File: config.mk
export PLATFORM = sky130hd
export DESIGN_NAME = pgwalk32
export DESIGN_NICKNAME = d
export VERILOG_FILES = /design/src/rtl/pgwalk_pkg.sv /design/src/rtl/pgwalk_addr_gen.sv /design/src/rtl/pgwalk_xlate_fmt.sv /design/src/rtl/pgwalk_perm_check.sv /design/src/rtl/pgwalk32.sv
export SDC_FILE = /design/constraint.sdc
export NUM_CORES = 1
export LEC_CHECK = 0
export CELL_PAD_IN_SITES_DETAIL_PLACEMENT = 0
export CELL_PAD_IN_SITES_GLOBAL_PLACEMENT = 1
export CORE_ASPECT_RATIO = 0.7
export CORE_MARGIN = 10
export CORE_UTILIZATION = 47
export CTS_BUF_LIST = sky130_fd_sc_hd__clkbuf_2 sky130_fd_sc_hd__clkbuf_4 sky130_fd_sc_hd__clkbuf_8
export DETAILED_ROUTE_END_ITERATION = 16
export DONT_BUFFER_PORTS = 1
export GPL_TIMING_DRIVEN = 0
export PLACE_DENSITY = 0.75
export SYNTH_ARGS = -nofsm -noshare
export SYNTH_HDL_FRONTEND = slang
export SYNTH_SLANG_ARGS = --single-unit
File: constraint.sdc
create_clock -name clk -period 2.3 [get_ports clk]
set_clock_uncertainty 0.15 [all_clocks]
set_input_delay 0.46 -clock clk [delete_from_list [all_inputs] [get_ports clk]]
set_output_delay 0.46 -clock clk [all_outputs]
set_load 0.01 [all_outputs]
File: src/rtl/pgwalk_pkg.sv
package pgwalk_pkg;

  typedef enum logic [1:0] {
    ACC_READ  = 2'd0,
    ACC_WRITE = 2'd1,
    ACC_FETCH = 2'd2,
    ACC_RSVD  = 2'd3
  } acc_kind_e;

  typedef enum logic [2:0] {
    ST_IDLE     = 3'd0,
    ST_DIR_REQ  = 3'd1,
    ST_DIR_WAIT = 3'd2,
    ST_TAB_REQ  = 3'd3,
    ST_TAB_WAIT = 3'd4,
    ST_RESP     = 3'd5
  } walk_state_e;

  typedef enum logic [1:0] {
    FMT_FLAT  = 2'd0,
    FMT_LARGE = 2'd1,
    FMT_SMALL = 2'd2
  } fmt_sel_e;

  // entry bit positions decoded by the walker
  localparam int unsigned ENT_PRESENT = 0;
  localparam int unsigned ENT_WRITE   = 1;
  localparam int unsigned ENT_USER    = 2;
  localparam int unsigned ENT_BIG     = 7;

  // error code bit positions
  localparam int unsigned EC_PRESENT = 0;
  localparam int unsigned EC_WRITE   = 1;
  localparam int unsigned EC_USER    = 2;
  localparam int unsigned EC_FETCH   = 4;

endpackage

File: src/rtl/pgwalk_addr_gen.sv
module pgwalk_addr_gen
  import pgwalk_pkg::*;
#(
  parameter int unsigned LA_W  = 32,
  parameter int unsigned PTE_W = 32,
  parameter int unsigned OFS_W = 12,
  parameter int unsigned IDX_W = 10
) (
  input  logic [LA_W-1:0]       lin,
  input  logic [LA_W-OFS_W-1:0] dir_frame,
  input  logic [PTE_W-1:0]      pde,
  input  logic                  sel_table,
  output logic [LA_W-1:0]       rd_addr
);

  localparam int unsigned FRAME_W = LA_W - OFS_W;
  localparam int unsigned ENT_SH  = $clog2(PTE_W / 8);

  logic [LA_W-1:0] dir_addr;
  logic [LA_W-1:0] tab_addr;

  // directory index comes from the top bits, table index from the middle bits
  assign dir_addr = {dir_frame, lin[LA_W-1 -: IDX_W], {ENT_SH{1'b0}}};
  assign tab_addr = {pde[PTE_W-1 -: FRAME_W], lin[OFS_W +: IDX_W], {ENT_SH{1'b0}}};

  assign rd_addr = sel_table ? tab_addr : dir_addr;

  logic unused_addr_bits;
  assign unused_addr_bits = ^{lin[OFS_W-1:0], pde[PTE_W-FRAME_W-1:0]};

endmodule

File: src/rtl/pgwalk_xlate_fmt.sv
module pgwalk_xlate_fmt
  import pgwalk_pkg::*;
#(
  parameter int unsigned LA_W  = 32,
  parameter int unsigned PA_W  = 41,
  parameter int unsigned PTE_W = 32,
  parameter int unsigned OFS_W = 12,
  parameter int unsigned IDX_W = 10
) (
  input  logic [LA_W-1:0]  lin,
  input  logic [PTE_W-1:0] entry,
  input  fmt_sel_e         sel,
  output logic [PA_W-1:0]  pa,
  output logic [LA_W:0]    bytes_left
);

  localparam int unsigned BYTES_W = LA_W + 1;
  localparam int unsigned BIG_OFS = OFS_W + IDX_W;
  localparam int unsigned BIG_FW  = LA_W - BIG_OFS;
  localparam int unsigned SML_FW  = LA_W - OFS_W;
  localparam int unsigned EXT_W   = PA_W - LA_W;

  logic [PA_W-1:0]    pa_flat, pa_large, pa_small;
  logic [BYTES_W-1:0] by_flat, by_large, by_small;

  assign pa_flat  = PA_W'(lin);
  assign pa_small = PA_W'({entry[PTE_W-1 -: SML_FW], lin[OFS_W-1:0]});

  // large pages take extra physical bits from the entry just above bit OFS_W
  generate
    if (EXT_W > 0) begin : g_ext
      assign pa_large = {entry[OFS_W+1 +: EXT_W], entry[PTE_W-1 -: BIG_FW],
                         lin[BIG_OFS-1:0]};
    end else begin : g_noext
      assign pa_large = PA_W'({entry[PTE_W-1 -: BIG_FW], lin[BIG_OFS-1:0]});
    end
  endgenerate

  assign by_flat  = (BYTES_W'(1) << LA_W)    - BYTES_W'(lin);
  assign by_large = (BYTES_W'(1) << BIG_OFS) - BYTES_W'(lin[BIG_OFS-1:0]);
  assign by_small = (BYTES_W'(1) << OFS_W)   - BYTES_W'(lin[OFS_W-1:0]);

  always_comb begin
    case (sel)
      FMT_LARGE: begin pa = pa_large; bytes_left = by_large; end
      FMT_SMALL: begin pa = pa_small; bytes_left = by_small; end
      default:   begin pa = pa_flat;  bytes_left = by_flat;  end
    endcase
  end

  logic unused_entry;
  assign unused_entry = ^{entry[OFS_W:0]};

endmodule

File: src/rtl/pgwalk_perm_check.sv
module pgwalk_perm_check
  import pgwalk_pkg::*;
#(
  parameter int unsigned PERM_W = 12,
  parameter int unsigned EC_W   = 5
) (
  input  logic [PERM_W-1:0] perm,
  input  acc_kind_e         acc,
  input  logic              user_mode,
  input  logic              wp,
  output logic              fault,
  output logic [EC_W-1:0]   code
);

  logic present, is_wr, is_fetch, wr_fault, us_fault;

  assign present  = perm[ENT_PRESENT];
  assign is_wr    = (acc == ACC_WRITE);
  assign is_fetch = (acc == ACC_FETCH);

  // supervisor writes to read-only pages only trap under write protect
  assign wr_fault = is_wr && !perm[ENT_WRITE] && (user_mode || wp);
  assign us_fault = user_mode && !perm[ENT_USER];

  assign fault = !present || wr_fault || us_fault;

  always_comb begin
    code             = '0;
    code[EC_PRESENT] = present;
    code[EC_WRITE]   = is_wr;
    code[EC_USER]    = user_mode;
    code[EC_FETCH]   = is_fetch;
  end

  logic unused_perm;
  assign unused_perm = ^{perm[PERM_W-1:ENT_USER+1]};

endmodule

File: src/rtl/pgwalk32.sv
module pgwalk32
  import pgwalk_pkg::*;
#(
  parameter int unsigned LA_W   = 32,
  parameter int unsigned PA_W   = 41,
  parameter int unsigned PTE_W  = 32,
  parameter int unsigned OFS_W  = 12,
  parameter int unsigned IDX_W  = 10,
  parameter int unsigned PERM_W = 12,
  parameter int unsigned EC_W   = 5
) (
  input  logic              clk,
  input  logic              rst_n,
  input  logic              req_valid,
  output logic              req_ready,
  input  logic [LA_W-1:0]   req_lin,
  input  logic [1:0]        req_acc,
  input  logic [1:0]        req_cpl,
  input  logic              paging_en,
  input  logic              wp_en,
  input  logic              big_pages_en,
  input  logic [LA_W-1:0]   dir_base,
  output logic              mem_req,
  output logic [LA_W-1:0]   mem_addr,
  input  logic              mem_rsp_valid,
  input  logic [PTE_W-1:0]  mem_rsp_data,
  output logic              done,
  output logic              fault,
  output logic [PA_W-1:0]   phys_addr,
  output logic [LA_W:0]     bytes_left,
  output logic [PERM_W-1:0] perm,
  output logic [EC_W-1:0]   pf_code
);

  localparam int unsigned FRAME_W = LA_W - OFS_W;
  localparam int unsigned BYTES_W = LA_W + 1;
  localparam logic [1:0]  CPL_USER = 2'd3;

  // reset: asserted asynchronously, released on the clock
  logic [1:0] rst_pipe;
  logic       rst_sync_n;

  always_ff @(posedge clk or negedge rst_n) begin
    if (!rst_n) rst_pipe <= '0;
    else        rst_pipe <= {rst_pipe[0], 1'b1};
  end
  assign rst_sync_n = rst_pipe[1];

  // state and captured request
  walk_state_e         state_q, state_d;
  logic [LA_W-1:0]     lin_q;
  acc_kind_e           acc_q;
  logic                user_q, wp_q, pse_q, paged_q;
  logic [FRAME_W-1:0]  base_q;
  logic [PTE_W-1:0]    pde_q;
  logic [PA_W-1:0]     pa_q;
  logic [BYTES_W-1:0]  bytes_q;
  logic [PERM_W-1:0]   perm_q;
  logic [EC_W-1:0]     code_q;
  logic                fault_q;

  // next-state controls
  logic                cap_req, load_res, load_pde;
  fmt_sel_e            fmt_sel;
  logic [LA_W-1:0]     fmt_lin;
  logic [PERM_W-1:0]   perm_cur;
  acc_kind_e           chk_acc;
  logic                chk_user, chk_wp;
  logic                rsp_present, rsp_big;

  // datapath results
  logic [PA_W-1:0]     fmt_pa;
  logic [BYTES_W-1:0]  fmt_bytes;
  logic                chk_fault;
  logic [EC_W-1:0]     chk_code;

  assign rsp_present = mem_rsp_data[ENT_PRESENT];
  assign rsp_big     = mem_rsp_data[ENT_BIG] && pse_q;

  always_comb begin
    state_d  = state_q;
    cap_req  = 1'b0;
    load_res = 1'b0;
    load_pde = 1'b0;
    fmt_sel  = FMT_FLAT;
    fmt_lin  = lin_q;
    perm_cur = '1;
    chk_acc  = acc_q;
    chk_user = user_q;
    chk_wp   = wp_q;
    case (state_q)
      ST_IDLE: begin
        fmt_lin  = req_lin;
        chk_acc  = acc_kind_e'(req_acc);
        chk_user = (req_cpl == CPL_USER);
        chk_wp   = wp_en;
        if (req_valid) begin
          cap_req = 1'b1;
          if (paging_en) begin
            state_d = ST_DIR_REQ;
          end else begin
            load_res = 1'b1;
            state_d  = ST_RESP;
          end
        end
      end
      ST_DIR_REQ: state_d = ST_DIR_WAIT;
      ST_DIR_WAIT: begin
        fmt_sel  = FMT_LARGE;
        perm_cur = mem_rsp_data[PERM_W-1:0];
        if (mem_rsp_valid) begin
          if (!rsp_present || rsp_big) begin
            load_res = 1'b1;
            state_d  = ST_RESP;
          end else begin
            load_pde = 1'b1;
            state_d  = ST_TAB_REQ;
          end
        end
      end
      ST_TAB_REQ: state_d = ST_TAB_WAIT;
      ST_TAB_WAIT: begin
        fmt_sel  = FMT_SMALL;
        perm_cur = pde_q[PERM_W-1:0] & mem_rsp_data[PERM_W-1:0];
        if (mem_rsp_valid) begin
          load_res = 1'b1;
          state_d  = ST_RESP;
        end
      end
      ST_RESP: state_d = ST_IDLE;
      default: state_d = ST_IDLE;
    endcase
  end

  // control registers
  always_ff @(posedge clk or negedge rst_sync_n) begin
    if (!rst_sync_n) begin
      state_q <= ST_IDLE;
      fault_q <= 1'b0;
    end else begin
      state_q <= state_d;
      if (load_res) fault_q <= chk_fault;
    end
  end

  // data registers, enabled loads
  always_ff @(posedge clk) begin
    if (cap_req) begin
      lin_q   <= req_lin;
      acc_q   <= acc_kind_e'(req_acc);
      user_q  <= (req_cpl == CPL_USER);
      wp_q    <= wp_en;
      pse_q   <= big_pages_en;
      paged_q <= paging_en;
      base_q  <= dir_base[LA_W-1:OFS_W];
    end
  end

  always_ff @(posedge clk) begin
    if (load_pde) pde_q <= mem_rsp_data;
  end

  always_ff @(posedge clk) begin
    if (load_res) begin
      pa_q    <= fmt_pa;
      bytes_q <= fmt_bytes;
      perm_q  <= perm_cur;
      code_q  <= chk_code;
    end
  end

  pgwalk_addr_gen #(
    .LA_W (LA_W),
    .PTE_W(PTE_W),
    .OFS_W(OFS_W),
    .IDX_W(IDX_W)
  ) u_addr (
    .lin      (lin_q),
    .dir_frame(base_q),
    .pde      (pde_q),
    .sel_table(state_q == ST_TAB_REQ),
    .rd_addr  (mem_addr)
  );

  pgwalk_xlate_fmt #(
    .LA_W (LA_W),
    .PA_W (PA_W),
    .PTE_W(PTE_W),
    .OFS_W(OFS_W),
    .IDX_W(IDX_W)
  ) u_fmt (
    .lin       (fmt_lin),
    .entry     (mem_rsp_data),
    .sel       (fmt_sel),
    .pa        (fmt_pa),
    .bytes_left(fmt_bytes)
  );

  pgwalk_perm_check #(
    .PERM_W(PERM_W),
    .EC_W  (EC_W)
  ) u_perm (
    .perm     (perm_cur),
    .acc      (chk_acc),
    .user_mode(chk_user),
    .wp       (chk_wp),
    .fault    (chk_fault),
    .code     (chk_code)
  );

  assign req_ready  = (state_q == ST_IDLE);
  assign mem_req    = (state_q == ST_DIR_REQ) || (state_q == ST_TAB_REQ);
  assign done       = (state_q == ST_RESP) && !fault_q;
  assign fault      = (state_q == ST_RESP) && fault_q;
  assign phys_addr  = pa_q;
  assign bytes_left = bytes_q;
  assign perm       = perm_q;
  assign pf_code    = code_q;

  logic unused_base;
  assign unused_base = ^{dir_base[OFS_W-1:0]};

endmodule

==> flow_summary.ini, run 1 <==
[run_status]
status = finished, violations left
failed_checks = negative setup slack

[worst_setup_path]
crit_start = state_q[2]
crit_path_frequent_cell = buf_12
required_ns = 2.48
cp_max_fo = 4
worstReg2RegStart = state_q[2]
crit_chain = or3_4 > clkbuf_16 > buf_12 > buf_12 > buf_12 > mux2i_4 > ha_2 > buf_6 > nor2b_4 > nand4_1 > a22o_4 > buf_6 > or4_4 > nor2_4
end_kind = flop
critPathArrivalTime_ns = 3.88
crit_type = reg -> reg
cp-start-kind = flop
slowest_stage = or4_4
critPathMaxStageDelay_ns = 0.55

[sta]
hold_viol_final = 0
setup_violations = 137
max_freq_ghz = 0.270
worstMarginPinSlew_ns = 0.698
finalCritPeriodShare_pct = 161
slew_viol_final = 0
slew_headroom_pct = 53.1
grt_setup_unrepaired = true
final.setup.worst_slack_ns = -1.40
finalCriticalPeriod_ns = 3.70

[power_and_ir_drop]
powerDensity_mw_per_mm2 = 1260
switching_share_pct = 37.8
p_switching_mw = 5.54
power_frac_clock_pct = 15.0
ir_worst_vdd_uv = 784
seq_power_share_pct = 39.1
p_leak_nw = 4.20
p_comb_share_pct = 45.9
p_int_mw = 9.11

[layout]
drive_above_1_share_pct = 35.3
final_util_pct = 68.3
fin_cells = 1053
finalNetCount = 918
syn2layout_area_growth_pct = 43.8
antennaDiodeCount = 0
fillers = 1185

[die]
start_util_pct = 47.5
fp-row-count = 40
ios = 234
dieArea_mm2 = 0.0229
die_h_um = 130
core_area_mm2 = 0.0170
fp.dieW_um = 177

[routing]
drtIter0Drc = 758
viasPerCell = 5.91
avgRoutedWirePerCell_um = 26.6
antenna_left = 0
drc = 0
via_count = 6222
wirelength_mm = 28.0
first_pass_iters = 6

[flow_run]
drv_cap = 0

[grt]
grt_pass1_wl_mm = 38.9
antenna_found_initial = 0
track_usage_pct = 22.8
grt_pass1_vias = 6097
grt_start_max_net_pins = 33
grt_overflow = 0

[synth]
yosys_warnings = 0
yosys.area.top_type = edfxtp_1
async_flop_share_pct = 3.28
ys_seq_area_share_pct = 67.6
synth_top_cell_area_share_pct = 65.8
synth_edf_count = 177
avgSynthCellArea_um2 = 13.5
synthTopCellsByArea = edfxtp_1 (66%), mux2_2 (4.9%), nand2_1 (3.1%)
netlist_instances = 599
ys_ff_latch = 183
synth_flop_cell = edfxtp_1
synthesis.area_mm2 = 0.00808
synthDistinctLibCells = 56

[clocking]
cts_tree = yes
cts.sinks = 183
htreeDepth = 4
path_clk_slew_ns = 0.10
cts_root_buf = clkbuf_8
clk_latency_ns = 0.46
cts_max_path_buffers = 2
numCtsBuffers = 17

[place]
dp_slack_ns = -1.93
dp_hpwl_mm = 17.0
io_buffers = 0
place_congestion = 0.841
placed_cells = 835

[worst_hold_path]
hp-start = req_lin[6]
hold_path_class = in -> reg
final timing paths:
| kind | end | slack (ns) | cells past startpoint |
|---|---|---|---|
| max | bytes_left[32] | -1.40 | 14 |
| min | phys_addr[6] | 0.03 | 2 |
| max reg2reg | bytes_left[32] | -1.40 | 14 |
| min reg2reg | rst_pipe[1] | 0.25 | 0 |
| max in group asynchronous | state_q[1] | 1.27 | 1 |
| min in group asynchronous | rst_pipe[0] | 0.07 | 1 |
cell usage in the layout (no fill, tap or decap), types with 8 or more instances in the layout:
master / count
buf_4: 68
buf_12: 13
and2_1: 11
a21oi_2: 8
nor2_1: 34
nor3_1: 15
inv_1: 10
mux2i_1: 15
xor2_1: 8
xnor2_1: 11
o21a_1: 9
nand2_2: 12
clkbuf_16: 11
edfxtp_1: 177
dlygate4sd3_1: 91
mux2_2: 32
nand2_1: 50
o21ai_0: 13
buf_6: 20
a21oi_1: 17
clkbuf_8: 17
power groups by stage:
stage               clock network [mW]  logic [mW]  registers [mW]
floorplan                            0        2.71            5.53
global placement                     0        3.65            5.79
detailed placement                   0        3.88            5.78
CTS                               2.21        5.33            5.73
global route                      2.35        7.09            5.80
finish                            2.20        6.72            5.73
final cells by class:
| type | instances | area, um^2 | share of cell area [%] |
|---|---|---|---|
| Sequential cell | 183 | 5470 | 47.1 |
| Multi-Input combinational cell | 379 | 3060 | 26.3 |
| Timing Repair Buffer | 190 | 1970 | 16.9 |
| Buffer | 28 | 399 | 3.43 |
| Tap cell | 231 | 289 | 2.49 |
| Clock buffer | 17 | 234 | 2.01 |
| Clock inverter | 14 | 159 | 1.37 |
| Inverter | 11 | 45.0 | 0.388 |
state kept, by name (all words and copies together) (netlist names):
name,cells
wp_q,1
pse_q,1
state_q,3
base_q,20
user_q,1
bytes_left,32
acc_q,2
phys_addr,41
lin_q,32
pde_q,32
fault_q,1
perm,12
rst_pipe,2
pf_code,3
cell usage after synthesis (4+ instances only):
cell type,count
mux2i_1,24
nand4_1,4
a21oi_1,27
inv_1,11
or3_1,7
and2_1,13
mux2_2,35
nand2_1,66
nor4_1,8
a21o_1,4
nand3b_1,6
dfrtp_1,6
xnor2_1,11
nand2b_1,4
o21a_1,9
edfxtp_1,177
nor3b_1,4
or4_1,9
nor3_1,16
nand3_1,11
o21ai_0,15
nor2_1,39
buf_4,5
clkbuf_1,20
buf_2,4
xor2_1,8
o31ai_1,8
kinds of logic after synthesis:
logic type | synth area share (%)
xor+xnor | 2.06
flops | 67.6
simple gates | 12.3
mux | 7.85
compound gates | 7.46
fa+ha+maj | 0.155
other cells | 0.0929
buf+inv | 2.43
critical path: cells and delay by family, from the launching register on:
kind                       cells  cell delay (ns)
and+or+nand+nor                5             1.44
buffers and inverters          6             0.74
DFF                            1             0.47
AOI/OAI and AO/OA              1             0.36
adders and majority gates      1             0.22
muxes                          1             0.18
timing repair:
item	in CTS	in global routing
hold buffers	91	0
pin swaps	26	46
setup endpoints to repair	299	286
resized for setup	92	118
cloned	7	7
endpoints found under the hold margin	95	0
setup buffers	39	51
stage by stage:
| stage | power [mW] | hold WS, ns | cell area, um^2 | TNS, ns |
|---|---|---|---|---|
| 3_5_place_dp | 9.66 | -0.0773 | 8610 | -197.39 |
| 5_1_grt | 15.2 | 0.00848 | 11600 | -75.35 |
| 4_1_cts | 13.3 | 0.00543 | 10700 | -104.08 |
| 3_3_place_gp | 9.45 | -0.0834 | 8540 | -291.30 |
| 6_report | 14.7 | 0.0274 | 11600 | -70.41 |
| 2_1_floorplan | 8.25 | -0.110 | 8250 | -95.81 |
per-layer routing:
layer  track usage [%]  part of all wire (%)
met1              29.8                    40
met2              34.8                    45
met3              9.35                    13
met4              5.57                   1.8
met5                 0                     0
Power figures use the tool's default switching activity.
==> inputs of run 2 (changes only) <==
- CTS_BUF_LIST: sky130_fd_sc_hd__clkbuf_2 sky130_fd_sc_hd__clkbuf_4 sky130_fd_sc_hd__clkbuf_8 -> sky130_fd_sc_hd__clkbuf_2
- MAX_ROUTING_LAYER: not set -> met4
==> run 2 against run 1 <==
  * The run still ends with negative setup slack left
  * Die area unchanged
  * Power increased by 1.5%
  * Register-to-register slack improved by 0.07 ns
  * Maximum frequency increased by 1.9%
  * Largest cell class unchanged
  * Largest power group unchanged
==> flow_summary.ini, run 2 (synthesis gave the netlist of run 1 again) <==
[layout]
antennaDiodeCount = 0
finalNetCount = 923
mostFrequentLayoutCells = edfxtp_1 (177), dlygate4sd3_1 (97), buf_4 (55)
fin_cells = 1058
final_util_pct = 70.0
drive_above_1_share_pct = 37.7
syn2layout_area_growth_pct = 47.5
mostFrequentLayoutCell = edfxtp_1
largest_register_ff_count = 41

[run_status]
status = finished, violations left
failed_checks = negative setup slack

[clocking]
cts_tree = yes
cts_max_path_buffers = 2
clk_latency_ns = 0.76
cts.sinks = 183
numCtsBuffers = 17
htreeDepth = 4
cts_root_buf = clkbuf_2
path_clk_slew_ns = 0.28

[worst_setup_path]
required_ns = 2.75
r2r_cells = 12
crit_type = reg -> reg
critPathArrivalTime_ns = 4.09
cp_max_fo = 4
cp-start-kind = flop
end_kind = flop

[routing]
antenna_left = 0
wirelength_mm = 29.1
via_count = 6257
viasPerCell = 5.91
drtIter0Drc = 726
drc = 0
avgRoutedWirePerCell_um = 27.5
first_pass_iters = 6

[place]
placed_cells = 835
dp_hpwl_mm = 17.0
place_congestion = 0.854
io_buffers = 0

[sta]
worstMarginPinSlew_ns = 0.613
hold_viol_final = 0
max_freq_ghz = 0.275
finalCritPeriodShare_pct = 158
slew_viol_final = 0
finalCriticalPeriod_ns = 3.63
grt_setup_unrepaired = true
slew_headroom_pct = 58.8
setup_violations = 267
final.setup.worst_slack_ns = -1.33

[die]
core_area_mm2 = 0.0170
fp.dieW_um = 177
die_h_um = 130
fp-row-count = 40
dieArea_mm2 = 0.0229
start_util_pct = 47.5
ios = 234

[worst_hold_path]
hold_path_class = in -> reg
hold_depth = 4

[grt]
track_usage_pct = 24.6
grt_overflow = 0
grt_start_max_net_pins = 33
grt_pass1_wl_mm = 40.5
antenna_found_initial = 0
grt_pass1_vias = 6291

[power_and_ir_drop]
p_switching_mw = 5.75
p_comb_share_pct = 50.1
powerDensity_mw_per_mm2 = 1250
power_frac_clock_pct = 11.3
seq_power_share_pct = 38.6
ir_worst_vdd_uv = 654
switching_share_pct = 38.7
p_int_mw = 9.12
p_leak_nw = 4.33

[flow_run]
drv_cap = 0
-- run 2: changes by cell type in the layout (fill, tap and decap cells not counted), sizes merged --
cell	previous run	this run
buf	110	109
dlygate4sd3	91	97
-- run 2: path summary, 6_finish.rpt --
path | start | to | slack, ns
worst max-delay path | state_q[2] | bytes_left[28] | -1.33
worst min-delay path | wp_en | fault_q | 0.07
worst max register to register | state_q[2] | bytes_left[28] | -1.33
worst min register to register | rst_pipe[0] | rst_pipe[1] | 0.26
max in group asynchronous | rst_pipe[1] | state_q[0] | 1.29
min in group asynchronous | rst_n | rst_pipe[1] | 0.27
-- run 2: repair_timing --
action,CTS,global route
hold buffers,97,0
setup buffers,60,32
endpoints found under the hold margin,275,0
gates cloned,11,7
setup endpoints to repair,299,272
gates resized for setup,159,134
pin swaps,34,41
-- run 2: cell type report --
| cell class | instances | area, um^2 |
|---|---|---|
| Timing Repair Buffer | 194 | 2180 |
| Inverter | 11 | 45.0 |
| Clock inverter | 14 | 159 |
| Sequential cell | 183 | 5470 |
| Tap cell | 231 | 289 |
| Fill cell | 1147 | 5100 |
| Clock buffer | 17 | 85.1 |
| Buffer | 29 | 473 |
| Multi-Input combinational cell | 379 | 3210 |
-- run 2: layer usage --
layer | share of wire [%] | track usage [%] | vias to the layer above
met1 | 40 | 31.8 | 3108
met2 | 46 | 36.3 | 406
met5 | 0 | - | -
met3 | 12 | 8.43 | 51
li1 | - | - | 2692
met4 | 2.1 | 7.20 | 0
-- run 2: power by group through the flow --
stage | sequential (mW) | clock [mW] | combinational (mW)
after CTS | 5.73 | 1.70 | 6.26
after detailed placement | 5.78 | 0 | 3.88
final | 5.74 | 1.68 | 7.46
after global routing | 5.81 | 1.84 | 7.84
after floorplan | 5.53 | 0 | 2.71
after global placement | 5.79 | 0 | 3.65
-- run 2: critical path: stages, from the launching register on --
cell and delay, ns:
dfrtp_2 0.54, or3_4 0.43, clkbuf_16 0.17, buf_12 0.12, buf_12 0.11, buf_12 0.12
mux2i_4 0.21, ha_4 0.19, nand2b_4 0.06, or4_4 0.54, a22oi_2 0.22, or4b_4 0.50
a21oi_2 0.12
-- run 2: stage by stage --
stage               hold WS [ns]  power (mW)  setup TNS, ns  worst slack, ns  area, um^2
global route              0.0344        15.5         -96.50            -1.37       11900
CTS                      0.00330        13.7         -70.80            -1.51       11200
finish                    0.0704        14.9         -86.22            -1.33       11900
detailed placement       -0.0773        9.66        -197.39            -1.93        8610
floorplan                 -0.110        8.25         -95.81            -1.28        8250
global placement         -0.0834        9.45        -291.30            -1.81        8540
==> inputs of run 3 (changes only) <==
- ABC_AREA: not set -> 1
- CORE_UTILIZATION: 47 -> 45
==> run 3 against run 2 <==
  * The run still ends with negative setup slack left
  * Count of clock-buffer cells in the layout is the same
  * Non-clock buffer count up 12
  * Clock power is 5% lower
  * Area after synthesis up 3.9%
  * Routed wire length rose by 0.60%
  * Global-route usage down 1.5 points
  * First-iteration DRC count is 17% lower
  * Critical path type unchanged
  * Largest cell class unchanged
  * Highest routed layer unchanged
==> flow_summary.ini, run 3 <==
[die]
fp-row-count = 41
ios = 234
start_util_pct = 46.2
dieArea_mm2 = 0.0246
core_area_mm2 = 0.0182
fp.dieW_um = 183
die_h_um = 134

[sta]
finalCriticalPeriod_ns = 2.79
slew_viol_final = 0
hold_viol_final = 0
worstMarginPinSlew_ns = 0.545
setup_violations = 213
hold_slack_ns = 0.0558
finalSetupTns_ns = -66.30
max_freq_ghz = 0.358
finalCritPeriodShare_pct = 121
final.setup.worst_slack_ns = -0.492
slew_headroom_pct = 63.6
grt_setup_unrepaired = true

[layout]
mostFrequentLayoutCell = edfxtp_1
mostFrequentLayoutCells = edfxtp_1 (177), nand2_1 (164), inv_1 (103)
fillers = 1312
finalNetCount = 1172
drive_above_1_share_pct = 35.2
largest_register_ff_count = 41
syn2layout_area_growth_pct = 47.2

[routing]
antenna_left = 0
avgRoutedWirePerCell_um = 22.3
drtIter0Drc = 602
drc = 0
first_pass_iters = 5
viasPerCell = 5.25
wirelength_mm = 29.3
via_count = 6907

[synth]
yosys.area_share.adder_pct = 0.149
synthesis.area_mm2 = 0.00839
yosys_warnings = 0
synth_top_cell_area_share_pct = 63.3
synth.most_common_cell = nand2_1
synthMuxAreaShare_pct = 0
synthDistinctLibCells = 35
synth_top_family_by_area = simple AND/OR/NAND/NOR gates
async_flop_share_pct = 3.28
synth_compound_area_share_pct = 3.80
avgSynthCellArea_um2 = 10.1
synthTopCellsByArea = edfxtp_1 (63%), nand2_1 (12%), inv_1 (5.1%)
synth_edf_count = 177
synth_xor_area_share_pct = 1.15
synth_flop_cell = edfxtp_1
yosys-top-cells-count = nand2_1 (262), edfxtp_1 (177), inv_1 (114), nor2_1 (92), nand3_1 (30)
yosys.area.top_type = edfxtp_1
synthSimpleGateAreaFrac_pct = 22.2
netlist_instances = 834
ys_ff_latch = 183
ys_seq_area_share_pct = 65.1

[worst_setup_path]
crit_start = state_q[0]
end_kind = flop
cp_max_fo = 5
cp-endpoint = phys_addr[14]
crit_type = reg -> reg
reg2reg_slack_ns = -0.49
critPathArrivalTime_ns = 3.19
cp-start-kind = flop
worstReg2RegStart = state_q[0]
r2r_cells = 13
required_ns = 2.69
rr_endpoint = phys_addr[14]

[power_and_ir_drop]
powerDensity_mw_per_mm2 = 1270
ir_worst_vdd_uv = 653
p_leak_nw = 5.14

[clocking]
clk_latency_ns = 0.79
path_clk_slew_ns = 0.27
cts_tree = yes
htreeDepth = 4
cts_max_path_buffers = 2
cts.sinks = 183
cts_root_buf = clkbuf_2
numCtsBuffers = 17

[place]
place_congestion = 0.917
io_buffers = 0
dp_slack_ns = -0.807
dp_hpwl_mm = 18.8

[grt]
grt_pass1_wl_mm = 41.8
track_usage_pct = 23.1
grt_start_max_net_pins = 28
grt_overflow = 0
antenna_found_initial = 3
grt_pass1_vias = 7131

[run_status]
failed_checks = negative setup slack
status = finished, violations left

[flow_run]
drv_cap = 0

[worst_hold_path]
hold_path_class = in -> reg
==> run 3: per-stage QoR <==
stage / cells / power (mW) / cell area [um^2] / utilization [%]
floorplan: 836 / 8.86 / 8430 / -
global placement: 1072 / 10.3 / 8720 / 48.0
detailed placement: 1079 / 10.6 / 8900 / 49.0
CTS: 1281 / 14.3 / 11500 / 63.5
global route: 1316 / 16.6 / 12400 / 68.0
finish: 1316 / 15.7 / 12400 / 68.0
==> run 3: cells by family after synthesis <==
group,count (synthesis)
flops,183
fa+ha+maj,1
compound gates,54
simple gates,435
other cells,2
xor+xnor,11
buf+inv,148
==> run 3: routing by layer <==
metal | global-route usage [%] | part of all wire (%) | wire length [um]
met5 | - | 0 | 0
met4 | 6.22 | 1.8 | 519
met3 | 7.72 | 11 | 3140
met2 | 36.2 | 47 | 13700
met1 | 28.2 | 41 | 11900
==> run 3: report_power, final <==
| part | switching [mW] | leakage, nW | total (mW) | internal, mW |
|---|---|---|---|---|
| logic | 4.93 | 3.30 | 8.50 | 3.57 |
| registers | 0.668 | 1.70 | 5.63 | 4.96 |
| clock network | 1.25 | 0.133 | 1.59 | 0.334 |
==> run 3: what timing repair did <==
item	4_1_cts	5_1_grt
pin swaps	47	65
setup buffers	68	27
cloned	8	8
hold buffers	96	0
endpoints found under the setup margin	234	200
gates resized for setup	216	134
endpoints found under the hold margin	180	0
==> run 3: final cells by class <==
type,instances,area (um^2),area share (%)
Timing Repair inverter,2,15.0,0.122
Clock inverter,15,135,1.09
Clock buffer,17,85.1,0.689
Buffer,27,272,2.20
Antenna cell,3,7.51,0.0608
Timing Repair Buffer,208,2400,19.5
Tap cell,236,295,2.39
Multi-Input combinational cell,506,3200,25.9
Sequential cell,183,5470,44.2
Inverter,119,474,3.84
==> run 3: worst min-delay path by stage <==
stage,start,to,slack (ns),cells after the start
3_3_place_gp,rst_pipe[1],fault_q,-0.1,0
2_1_floorplan,rst_pipe[1],fault_q,-0.11,0
4_1_cts,req_lin[12],phys_addr[12],0.001,5
5_1_grt,req_lin[16],bytes_left[16],0.004,5
3_5_place_dp,rst_pipe[1],state_q[0],-0.09,0
6_report,req_lin[27],phys_addr[27],0.06,6
==> run 3: worst max-delay path, stage by stage, from the launching register on <==
cell and delay [ns]:
dfrtp_1 0.49, buf_4 0.16, buf_6 0.11, nor2_4 0.20, nand2_4 0.08, buf_8 0.14, buf_8 0.13, buf_8 0.13
buf_12 0.14, o31ai_4 0.24, clkbuf_16 0.21, buf_16 0.12, buf_12 0.12, clkbuf_16 0.13
